==> src/rtl/hmd_pkg.sv <==
package hmd_pkg;

  typedef enum logic [1:0] {
    TGT_NONE = 2'd0,
    TGT_MEM  = 2'd1,
    TGT_APIC = 2'd2,
    TGT_PCI  = 2'd3
  } tgt_e;

  // register indices; pairs of base/limit are laid out so range r uses 1+2r / 2+2r
  localparam int F_TOM    = 0;
  localparam int F_GAP_B  = 1;
  localparam int F_GAP_L  = 2;
  localparam int F_HGAP_B = 3;
  localparam int F_HGAP_L = 4;
  localparam int F_SMM_B  = 5;
  localparam int F_SMM_L  = 6;
  localparam int N_FLD    = 7;
  localparam int REG_CTRL = 7;

  // control bits; range r is enabled by bit C_GAP_EN+r
  localparam int C_HI_EN   = 0;
  localparam int C_GAP_EN  = 1;
  localparam int C_HGAP_EN = 2;
  localparam int C_SMM_EN  = 3;
  localparam int CTRL_W    = 4;

  localparam int RNG_GAP  = 0;
  localparam int RNG_HGAP = 1;
  localparam int RNG_SMM  = 2;
  localparam int N_RNG    = 3;

  localparam logic [31:0] APIC_BASE = 32'hFEC0_0000;
  localparam logic [31:0] HI_LO     = 32'hFED0_0000;
  localparam logic [31:0] HI_HI     = 32'hFFDF_FFFF;
  localparam int UNIT_LSB     = 12;
  localparam int UNIT_W       = 4;
  localparam int APIC_BLK_LSB = 20;

endpackage

==> src/rtl/hmd_range_chk.sv <==
module hmd_range_chk #(
  parameter int W = 16
) (
  input  logic         en_i,
  input  logic [W-1:0] lo_i,
  input  logic [W-1:0] hi_i,
  input  logic [W-1:0] val_i,
  output logic         hit_o
);

  assign hit_o = en_i && (val_i >= lo_i) && (val_i <= hi_i);

endmodule

==> src/rtl/hmd_cfg_regs.sv <==
module hmd_cfg_regs
  import hmd_pkg::*;
#(
  parameter int            FW      = 16,
  parameter int            AW      = 3,
  parameter logic [FW-1:0] RST_TOM = 'h800
) (
  input  logic                     clk_i,
  input  logic                     rst_ni,
  input  logic                     we_i,
  input  logic [AW-1:0]            addr_i,
  input  logic [FW-1:0]            wdata_i,
  output logic [N_FLD-1:0][FW-1:0] fld_o,
  output logic [CTRL_W-1:0]        ctrl_o
);

  logic [N_FLD-1:0][FW-1:0] fld_q;
  logic [CTRL_W-1:0]        ctrl_q;

  always_ff @(posedge clk_i or negedge rst_ni) begin
    if (!rst_ni) begin
      for (int i = 0; i < N_FLD; i++) fld_q[i] <= (i == F_TOM) ? RST_TOM : '0;
      ctrl_q <= '0;
    end else if (we_i) begin
      if (addr_i == AW'(REG_CTRL)) begin
        ctrl_q <= wdata_i[CTRL_W-1:0];
      end else begin
        for (int i = 0; i < N_FLD; i++) begin
          if (addr_i == AW'(i)) fld_q[i] <= wdata_i;
        end
      end
    end
  end

  assign fld_o  = fld_q;
  assign ctrl_o = ctrl_q;

endmodule

==> src/rtl/hmd_classify.sv <==
module hmd_classify
  import hmd_pkg::*;
#(
  parameter int AW = 36,
  parameter int GL = 20
) (
  input  logic [AW-1:0]     addr_i,
  input  logic              smm_i,
  input  logic [AW-GL-1:0]  tom_i,
  input  logic              hi_en_i,
  input  logic [N_RNG-1:0]  rng_hit_i,
  output tgt_e              tgt_o,
  output logic [UNIT_W-1:0] unit_o
);

  localparam int            FW      = AW - GL;
  localparam int            WIN_LSB = UNIT_LSB + UNIT_W;
  localparam logic [AW-1:0] APIC_A  = AW'(APIC_BASE);
  localparam logic [AW-1:0] HI_LO_A = AW'(HI_LO);
  localparam logic [AW-1:0] HI_HI_A = AW'(HI_HI);

  logic [FW-1:0] blk;
  logic smm_hit, apic_hit, rsvd_hit, hi_hit, gap_hit, above_tom;

  assign blk       = addr_i[AW-1:GL];
  assign smm_hit   = smm_i && rng_hit_i[RNG_SMM];
  assign apic_hit  = (addr_i >> WIN_LSB) == (APIC_A >> WIN_LSB);
  assign rsvd_hit  = !apic_hit && ((addr_i >> APIC_BLK_LSB) == (APIC_A >> APIC_BLK_LSB));
  assign hi_hit    = (addr_i >= HI_LO_A) && (addr_i <= HI_HI_A);
  assign gap_hit   = rng_hit_i[RNG_GAP] || rng_hit_i[RNG_HGAP];
  assign above_tom = blk >= tom_i;

  always_comb begin
    tgt_o  = TGT_PCI;
    unit_o = '0;
    if (smm_hit) begin
      tgt_o = TGT_MEM;
    end else if (apic_hit) begin
      tgt_o  = TGT_APIC;
      unit_o = addr_i[UNIT_LSB +: UNIT_W];
    end else if (rsvd_hit) begin
      tgt_o = TGT_NONE;
    end else if (hi_hit) begin
      // protect bit shields the high region from the gaps, not from top of memory
      tgt_o = (above_tom || (!hi_en_i && gap_hit)) ? TGT_PCI : TGT_MEM;
    end else begin
      tgt_o = (gap_hit || above_tom) ? TGT_PCI : TGT_MEM;
    end
  end

endmodule

==> src/rtl/host_mem_decoder.sv <==
module host_mem_decoder
  import hmd_pkg::*;
#(
  parameter int                            ADDR_W   = 36,
  parameter int                            GRAN_LSB = 20,
  parameter int                            CFG_AW   = 3,
  parameter logic [ADDR_W-GRAN_LSB-1:0]    RST_TOM  = 'h800
) (
  input  logic                         clk_i,
  input  logic                         rst_ni,
  input  logic                         cfg_we_i,
  input  logic [CFG_AW-1:0]            cfg_addr_i,
  input  logic [ADDR_W-GRAN_LSB-1:0]   cfg_wdata_i,
  input  logic                         req_valid_i,
  input  logic [ADDR_W-1:0]            req_addr_i,
  input  logic                         req_smm_i,
  output logic                         rsp_valid_o,
  output logic [1:0]                   rsp_tgt_o,
  output logic [UNIT_W-1:0]            rsp_unit_o
);

  localparam int FW = ADDR_W - GRAN_LSB;

  logic [N_FLD-1:0][FW-1:0] cfg_fld;
  logic [CTRL_W-1:0]        cfg_ctrl;
  logic [N_RNG-1:0]         rng_hit;
  tgt_e                     tgt_c;
  logic [UNIT_W-1:0]        unit_c;

  hmd_cfg_regs #(
    .FW      (FW),
    .AW      (CFG_AW),
    .RST_TOM (RST_TOM)
  ) u_cfg (
    .clk_i   (clk_i),
    .rst_ni  (rst_ni),
    .we_i    (cfg_we_i),
    .addr_i  (cfg_addr_i),
    .wdata_i (cfg_wdata_i),
    .fld_o   (cfg_fld),
    .ctrl_o  (cfg_ctrl)
  );

  for (genvar r = 0; r < N_RNG; r++) begin : g_rng
    hmd_range_chk #(
      .W (FW)
    ) u_rng (
      .en_i  (cfg_ctrl[C_GAP_EN + r]),
      .lo_i  (cfg_fld[F_GAP_B + 2*r]),
      .hi_i  (cfg_fld[F_GAP_L + 2*r]),
      .val_i (req_addr_i[ADDR_W-1:GRAN_LSB]),
      .hit_o (rng_hit[r])
    );
  end

  hmd_classify #(
    .AW (ADDR_W),
    .GL (GRAN_LSB)
  ) u_cls (
    .addr_i    (req_addr_i),
    .smm_i     (req_smm_i),
    .tom_i     (cfg_fld[F_TOM]),
    .hi_en_i   (cfg_ctrl[C_HI_EN]),
    .rng_hit_i (rng_hit),
    .tgt_o     (tgt_c),
    .unit_o    (unit_c)
  );

  always_ff @(posedge clk_i or negedge rst_ni) begin
    if (!rst_ni) begin
      rsp_valid_o <= 1'b0;
      rsp_tgt_o   <= TGT_NONE;
      rsp_unit_o  <= '0;
    end else begin
      rsp_valid_o <= req_valid_i;
      rsp_tgt_o   <= req_valid_i ? tgt_c : TGT_NONE;
      rsp_unit_o  <= req_valid_i ? unit_c : '0;
    end
  end

endmodule

==> config.mk <==
export PLATFORM = sky130hd
export DESIGN_NAME = host_mem_decoder
export DESIGN_NICKNAME = d
export VERILOG_FILES = /design/src/rtl/hmd_pkg.sv /design/src/rtl/hmd_range_chk.sv /design/src/rtl/hmd_cfg_regs.sv /design/src/rtl/hmd_classify.sv /design/src/rtl/host_mem_decoder.sv
export SDC_FILE = /design/constraint.sdc
export NUM_CORES = 1
export LEC_CHECK = 0
export BUFFER_PORTS_ARGS = -buffer_cell sky130_fd_sc_hd__buf_2
export CAP_MARGIN = 40
export CORE_MARGIN = 5
export CORE_UTILIZATION = 35
export DETAILED_ROUTE_END_ITERATION = 10
export PLACE_DENSITY = 0.63
export SKIP_CTS_REPAIR_TIMING = 1
export SLEW_MARGIN = 20
export SYNTH_ARGS = -nofsm -noshare
export SYNTH_HDL_FRONTEND = slang
export SYNTH_SLANG_ARGS = --single-unit
export TNS_END_PERCENT = 100
==> constraint.sdc <==
create_clock -name clk_i -period 2.6 [get_ports clk_i]
set_clock_uncertainty 0.15 [all_clocks]
set_input_delay 0.78 -clock clk_i [delete_from_list [all_inputs] [get_ports clk_i]]
set_output_delay 0.78 -clock clk_i [all_outputs]
set_load 0.01 [all_outputs]
==> results of run 1 <==
[per-layer routing]
layer | vias up | routed length, um
li1 | 2789 | -
met1 | 2757 | 9200
met2 | 102 | 8660
met3 | 21 | 641
met4 | 0 | 313
met5 | - | 0
[worst max-delay path: stages]
cell and delay (ns):
buf_2 0.11, clkinvlp_4 0.17, ha_1 0.32, nand2b_1 0.15, a21o_1 0.19, a211oi_2 0.26, o31ai_2 0.13, a31oi_4 0.21
a211oi_2 0.06, o31a_1 0.29
[kinds of logic after synthesis]
| family | after synthesis | share of synthesized area, % |
|---|---|---|
| mux | 56 | 8.61 |
| flops | 123 | 42.1 |
| buf+inv | 127 | 6.54 |
| simple gates | 163 | 10.6 |
| fa+ha+maj | 112 | 19.1 |
| compound gates | 157 | 13.0 |
[final timing paths]
| check | startpoint | to | slack [ns] | cells past startpoint |
|---|---|---|---|---|
| max in group asynchronous | rst_ni | u_cfg.fld_o[49]$_DFFE_PN0P_ | 1.44 | 2 |
| hold reg to reg | u_cfg.fld_o[94]$_DFFE_PN0P_ | u_cfg.fld_o[94]$_DFFE_PN0P_ | 0.34 | 1 |
| min in group clk_i | u_cfg.fld_o[94]$_DFFE_PN0P_ | u_cfg.fld_o[94]$_DFFE_PN0P_ | 0.34 | 1 |
| setup reg to reg | u_cfg.fld_o[11]$_DFFE_PN1P_ | rsp_tgt_o[1]$_DFF_PN0_ | 0.24 | 7 |
| hold / removal | rst_ni | rsp_tgt_o[0]$_DFF_PN0_ | 0.17 | 1 |
| setup / recovery | req_addr_i[20] | rsp_tgt_o[1]$_DFF_PN0_ | 0.07 | 10 |
[Yosys cell counts, types with 3 or more instances]
master | count | area, sq um
a211oi_1 | 6 | 45.0
nor2b_1 | 5 | 31.3
nand4b_1 | 4 | 35.0
mux2_2 | 31 | 349
o21ai_1 | 43 | 215
o21a_1 | 6 | 45.0
nor3_1 | 7 | 35.0
a211o_1 | 3 | 26.3
nand4_1 | 18 | 113
ha_1 | 112 | 1400
nand3_1 | 9 | 45.0
inv_1 | 109 | 409
dfrtp_1 | 122 | 3050
and2_1 | 4 | 25.0
o211ai_1 | 3 | 22.5
nand2b_1 | 5 | 31.3
a21oi_1 | 34 | 170
a21o_1 | 11 | 82.6
nor2_1 | 15 | 56.3
clkbuf_1 | 16 | 60.1
o21ai_0 | 32 | 160
nand2_1 | 86 | 323
mux2_1 | 25 | 282
[metrics by stage]
step	cells	setup TNS, ns	power (mW)	area, sq um	hold WS, ns
after floorplan	738	0	3.61	7340	0.312
after global placement	1109	-2.20	4.18	8370	0.324
after detailed placement	1109	-2.34	4.25	8370	0.331
after CTS	1141	0	6.89	9030	0.177
after global routing	1141	0	7.29	9040	0.196
final	1141	0	6.83	9040	0.166
[area by class of cell]
cell class                 instances  share of cell area (%)
tap                              275                    3.81
clock buffer                      22                    5.47
timing repair buffer             114                    8.14
inverter                         109                    4.57
multi-input combinational        488                    42.1
clock inverter                    10                    1.79
sequential                       123                    34.1
[state kept, by name, summed over array words and instances (netlist names)]
signal / cells
rsp_tgt_o: 2
rsp_valid_o: 1
u_cfg.ctrl_o: 4
rsp_unit_o: 4
u_cfg.fld_o: 112
[report_power, final]
group / switching (mW) / leakage (nW) / total, mW / internal, mW
Combinational: 0.949 / 2.65 / 1.78 / 0.829
Clock: 0.866 / 0.314 / 2.59 / 1.73
Sequential: 0.147 / 1.49 / 2.45 / 2.31
Total: 1.96 / 4.46 / 6.83 / 4.86
==> results.toml, run 1 <==
[run_status]
status = "finished, final reports clean"

[sta]
finalHoldViolCount = 0
tightestPinTransition_ns = 0.466
rsz0062_at_grt = "false"
maxSlewViolCount = 0
setup_violations = 0
setup_slack_ns = 0.0680
fin_crit_sh_pct = 97.4
fmax_mhz = 395
period_needed_ns = 2.53
relSlewSlack_pct = 68.9

[logic_synthesis]
synth-edff-count = 0
synthArstFlopShare_pct = 100
syn_area_per_cell_sq_um = 9.92
synth_cell_types = 45
synth_warnings = 0
syn_area_sq_um = 7320
synth-main-ff-cell = "dfrtp_1"
syn_inst = 738
ys_ff_latch = 123
syn-num-nets = 910
ys_seq_area_share_pct = 42.1

[placed_design]
hpwl_mm = 14.0
place.port_buffers = 54
dp_slack_ns = -0.428
place.gp.congestion = 0.842

[routing]
drt-pass1-iter-count = 4
final_antenna_net_count = 0
drtIter0Drc = 272
vias = 5669
drc = 0
drt-total-wl_mm = 18.8
wl_per_cell_um = 16.5
via_per_inst = 4.97

[die]
die_y_um = 155
die_area_sq_um = 23900
die_w_um = 155
fp-row-count = 53
floorplan.initialDensity_pct = 35.2
ios = 67
core_area_sq_um = 20800

[clocking]
path_clk_slew_ns = 0.06
cts_tree = "yes"
cts_made_buffers = 17
cts-htree-levels = 4
clk_latency_ns = 0.42
clock-sinks = 123
cts_buffer_depth = 2
root_buffer = "clkbuf_16"

[finish]
utilization_pct = 43.4
drive_gt1_share_pct = 22.4
final_net_count = 1025
multi_input_comb_area_sq_um = 3810
area_delta_synth_final_pct = 23.4
final_common_cell = "dfrtp_1"
seqCellArea_sq_um = 3080
final_cell_mix = "122 x dfrtp_1, 112 x ha_1, 108 x inv_1"
insertedDiodeCount = 0
fill_cells = 2003

[critical_path]
crit_path_start_kind = "input port"
crit_path_end_kind = "register"
crit_type = "in2reg"
arrival_ns = 2.68
crit_fanout = 6
worstPathRequired_ns = 2.75

[hold_path]
hold_path.class = "in2async"

[global_routing]
grt_usage_pct = 16.5
grtUsageMet3_pct = 3.64
first_global_vias = 5690
antenna_found_initial = 0
use_met2_pct = 26.2
grt_busiest_layer = "met2"
grt_use_met1_pct = 22.8
grt_max_degree = 52
grt_overflow = 0
grt_pass1_wl_mm = 30.5

[power]
p_per_area_nw_per_um2 = 755
p_leak_nw = 4.46
vdd_drop_max_uv = 481

[flow_run]
maxCapViolCount = 0
(Power assumes the default switching activity.)
==> run 2, diff against run 1 <==
--- a/config.mk
+++ b/config.mk
@@ -11,5 +11,5 @@
 export CORE_UTILIZATION = 35
 export DETAILED_ROUTE_END_ITERATION = 10
-export PLACE_DENSITY = 0.63
+export PLACE_DENSITY = 0.65
 export SKIP_CTS_REPAIR_TIMING = 1
 export SLEW_MARGIN = 20
==> constraint.sdc (replaced) <==
create_clock -name clk_i -period 2.3 [get_ports clk_i]
set_clock_uncertainty 0.15 [all_clocks]
set_input_delay 0.23 -clock clk_i [delete_from_list [all_inputs] [get_ports clk_i]]
set_output_delay 0.23 -clock clk_i [all_outputs]
set_load 0.01 [all_outputs]
==> run 2 against run 1 <==
Compared with the run above: the flow now finishes with violations (hold timing); first-iteration DRC count is 36% higher; count of clock-buffer cells in the layout up 2; worst setup slack worse by 0.043 ns; critical endpoint unchanged; non-clock buffer count rose by 8; sequential power up 13%; largest cell class unchanged; critical path depth down 2; via count shrank 0.16%; sequential cell count stayed put; register-to-register slack worse by 0.22 ns.
==> results.toml, run 2 (synthesized netlist as in run 1, its figures left out) <==
[die]
die_area_sq_um = 23900
ios = 67
floorplan.initialDensity_pct = 35.2
die_y_um = 155
die_w_um = 155
core_area_sq_um = 20800
fp-row-count = 53

[critical_path]
crit_fanout = 2
reg2reg_depth = 8
r2r-start = "u_cfg.fld_o[0]$_DFFE_PN0P_"
worstPathRequired_ns = 2.46
crit_type = "reg2reg"
r2r_slack_ns = 0.02
crit_path_end_kind = "register"
crit_path_start_kind = "register"
reg2reg_to = "rsp_tgt_o[1]$_DFF_PN0_"
arrival_ns = 2.43

[routing]
drt-pass1-iter-count = 4
drtIter0Drc = 371
vias = 5660
wl_per_cell_um = 16.4
drt-total-wl_mm = 18.8
via_per_inst = 4.93
drc = 0
final_antenna_net_count = 0

[sta]
relSlewSlack_pct = 58.1
finalHoldViolCount = 5
fin_hold_ws_ns = -0.0122
setup_violations = 0
tns_ns = 0
period_needed_ns = 2.28
setup_slack_ns = 0.0248
maxSlewViolCount = 0
fin_crit_sh_pct = 98.9
fmax_mhz = 440
tightestPinTransition_ns = 0.629

[clocking]
cts_buffer_depth = 2
clk_latency_ns = 0.42
cts_tree = "yes"
root_buffer = "clkbuf_16"
clock-sinks = 123
path_clk_slew_ns = 0.06
cts_made_buffers = 17
cts-htree-levels = 4

[global_routing]
antenna_found_initial = 0
grt_pass1_wl_mm = 30.6
grt_usage_pct = 16.4
first_global_vias = 5830
grt_overflow = 0
grt_max_degree = 45

[placed_design]
dp_slack_ns = -0.173
place.port_buffers = 54
place.gp.congestion = 0.843
dp_cells = 1100
hpwl_mm = 13.9

[finish]
utilization_pct = 43.8
final_cell_mix = "122 x dfrtp_1, 110 x ha_1, 105 x inv_1"
drive_gt1_share_pct = 22.0
final_common_cell = "dfrtp_1"
final_cells = 1148
area_delta_synth_final_pct = 24.7
final_net_count = 1033
largest_reg_flops = 112
insertedDiodeCount = 0

[run_status]
violations = "hold timing"
status = "complete, but fails checks"

[power]
swShare_pct = 30.2
power.switching_mw = 2.22
p_leak_nw = 4.45
fin_total_pwr_mw = 7.36
vdd_drop_max_uv = 489
internal_power_mw = 5.14
power_frac_comb_pct = 27.7
power_frac_clock_pct = 34.5
seqPwrFrac_pct = 37.7
p_per_area_nw_per_um2 = 806

[flow_run]
maxCapViolCount = 0

[hold_path]
hold_path.class = "in2reg"
hold_depth = 3
hp-start = "cfg_wdata_i[12]"
holdPathEnd = "u_cfg.fld_o[12]$_DFFE_PN0P_"
[run 2: stage by stage]
stage	instance area, sq um	hold slack (ns)
after floorplan	7320	-0.216
after global placement	8300	0.148
after detailed placement	8300	0.139
after CTS	8850	-0.304
after global routing	9130	0.00465
final	9130	-0.0122
[run 2: power groups by stage]
stage	registers (mW)	clock network, mW	logic [mW]
floorplan	2.76	0	1.30
finish	2.78	2.54	2.04
global route	2.83	2.69	2.36
detailed placement	2.81	0	1.93
CTS	2.78	2.59	1.95
global placement	2.80	0	1.86
[run 2: per-layer routing]
layer | share of wire, % | track usage, % | up-vias
met5 | 0 | 0 | -
met4 | 1.3 | 4.84 | 0
met3 | 4.7 | 3.86 | 20
met2 | 46 | 25.7 | 101
met1 | 48 | 22.8 | 2725
li1 | - | - | 2814
[run 2: critical path: stages, from the launching register on]
cell      delay (ns)
dfrtp_1         0.38
ha_1            0.27
nand2b_1        0.14
a21o_1          0.17
a21o_1          0.18
a21oi_2         0.13
o211ai_1        0.15
a211o_1         0.29
o31a_1          0.30
[run 2: cell type report]
class | count | area, sq um
Timing Repair Buffer | 122 | 851
Inverter | 109 | 409
Clock buffer | 24 | 492
Tap cell | 275 | 344
Multi-Input combinational cell | 488 | 3890
Clock inverter | 7 | 65.1
Fill cell | 1967 | 11700
Sequential cell | 123 | 3080
[run 2: worst max-delay path by stage]
stage	end	cells past startpoint	slack, ns	from
floorplan	rsp_tgt_o[1]$_DFF_PN0_	7	0.07	u_cfg.fld_o[11]$_DFFE_PN1P_
global placement	rsp_tgt_o[1]$_DFF_PN0_	10	-0.13	req_addr_i[20]
detailed placement	rsp_tgt_o[1]$_DFF_PN0_	11	-0.17	req_addr_i[20]
CTS	rsp_tgt_o[1]$_DFF_PN0_	7	-0.14	u_cfg.fld_o[11]$_DFFE_PN1P_
global route	rsp_tgt_o[1]$_DFF_PN0_	9	-0.05	u_cfg.fld_o[103]$_DFFE_PN0P_
finish	rsp_tgt_o[1]$_DFF_PN0_	8	0.02	u_cfg.fld_o[0]$_DFFE_PN0P_
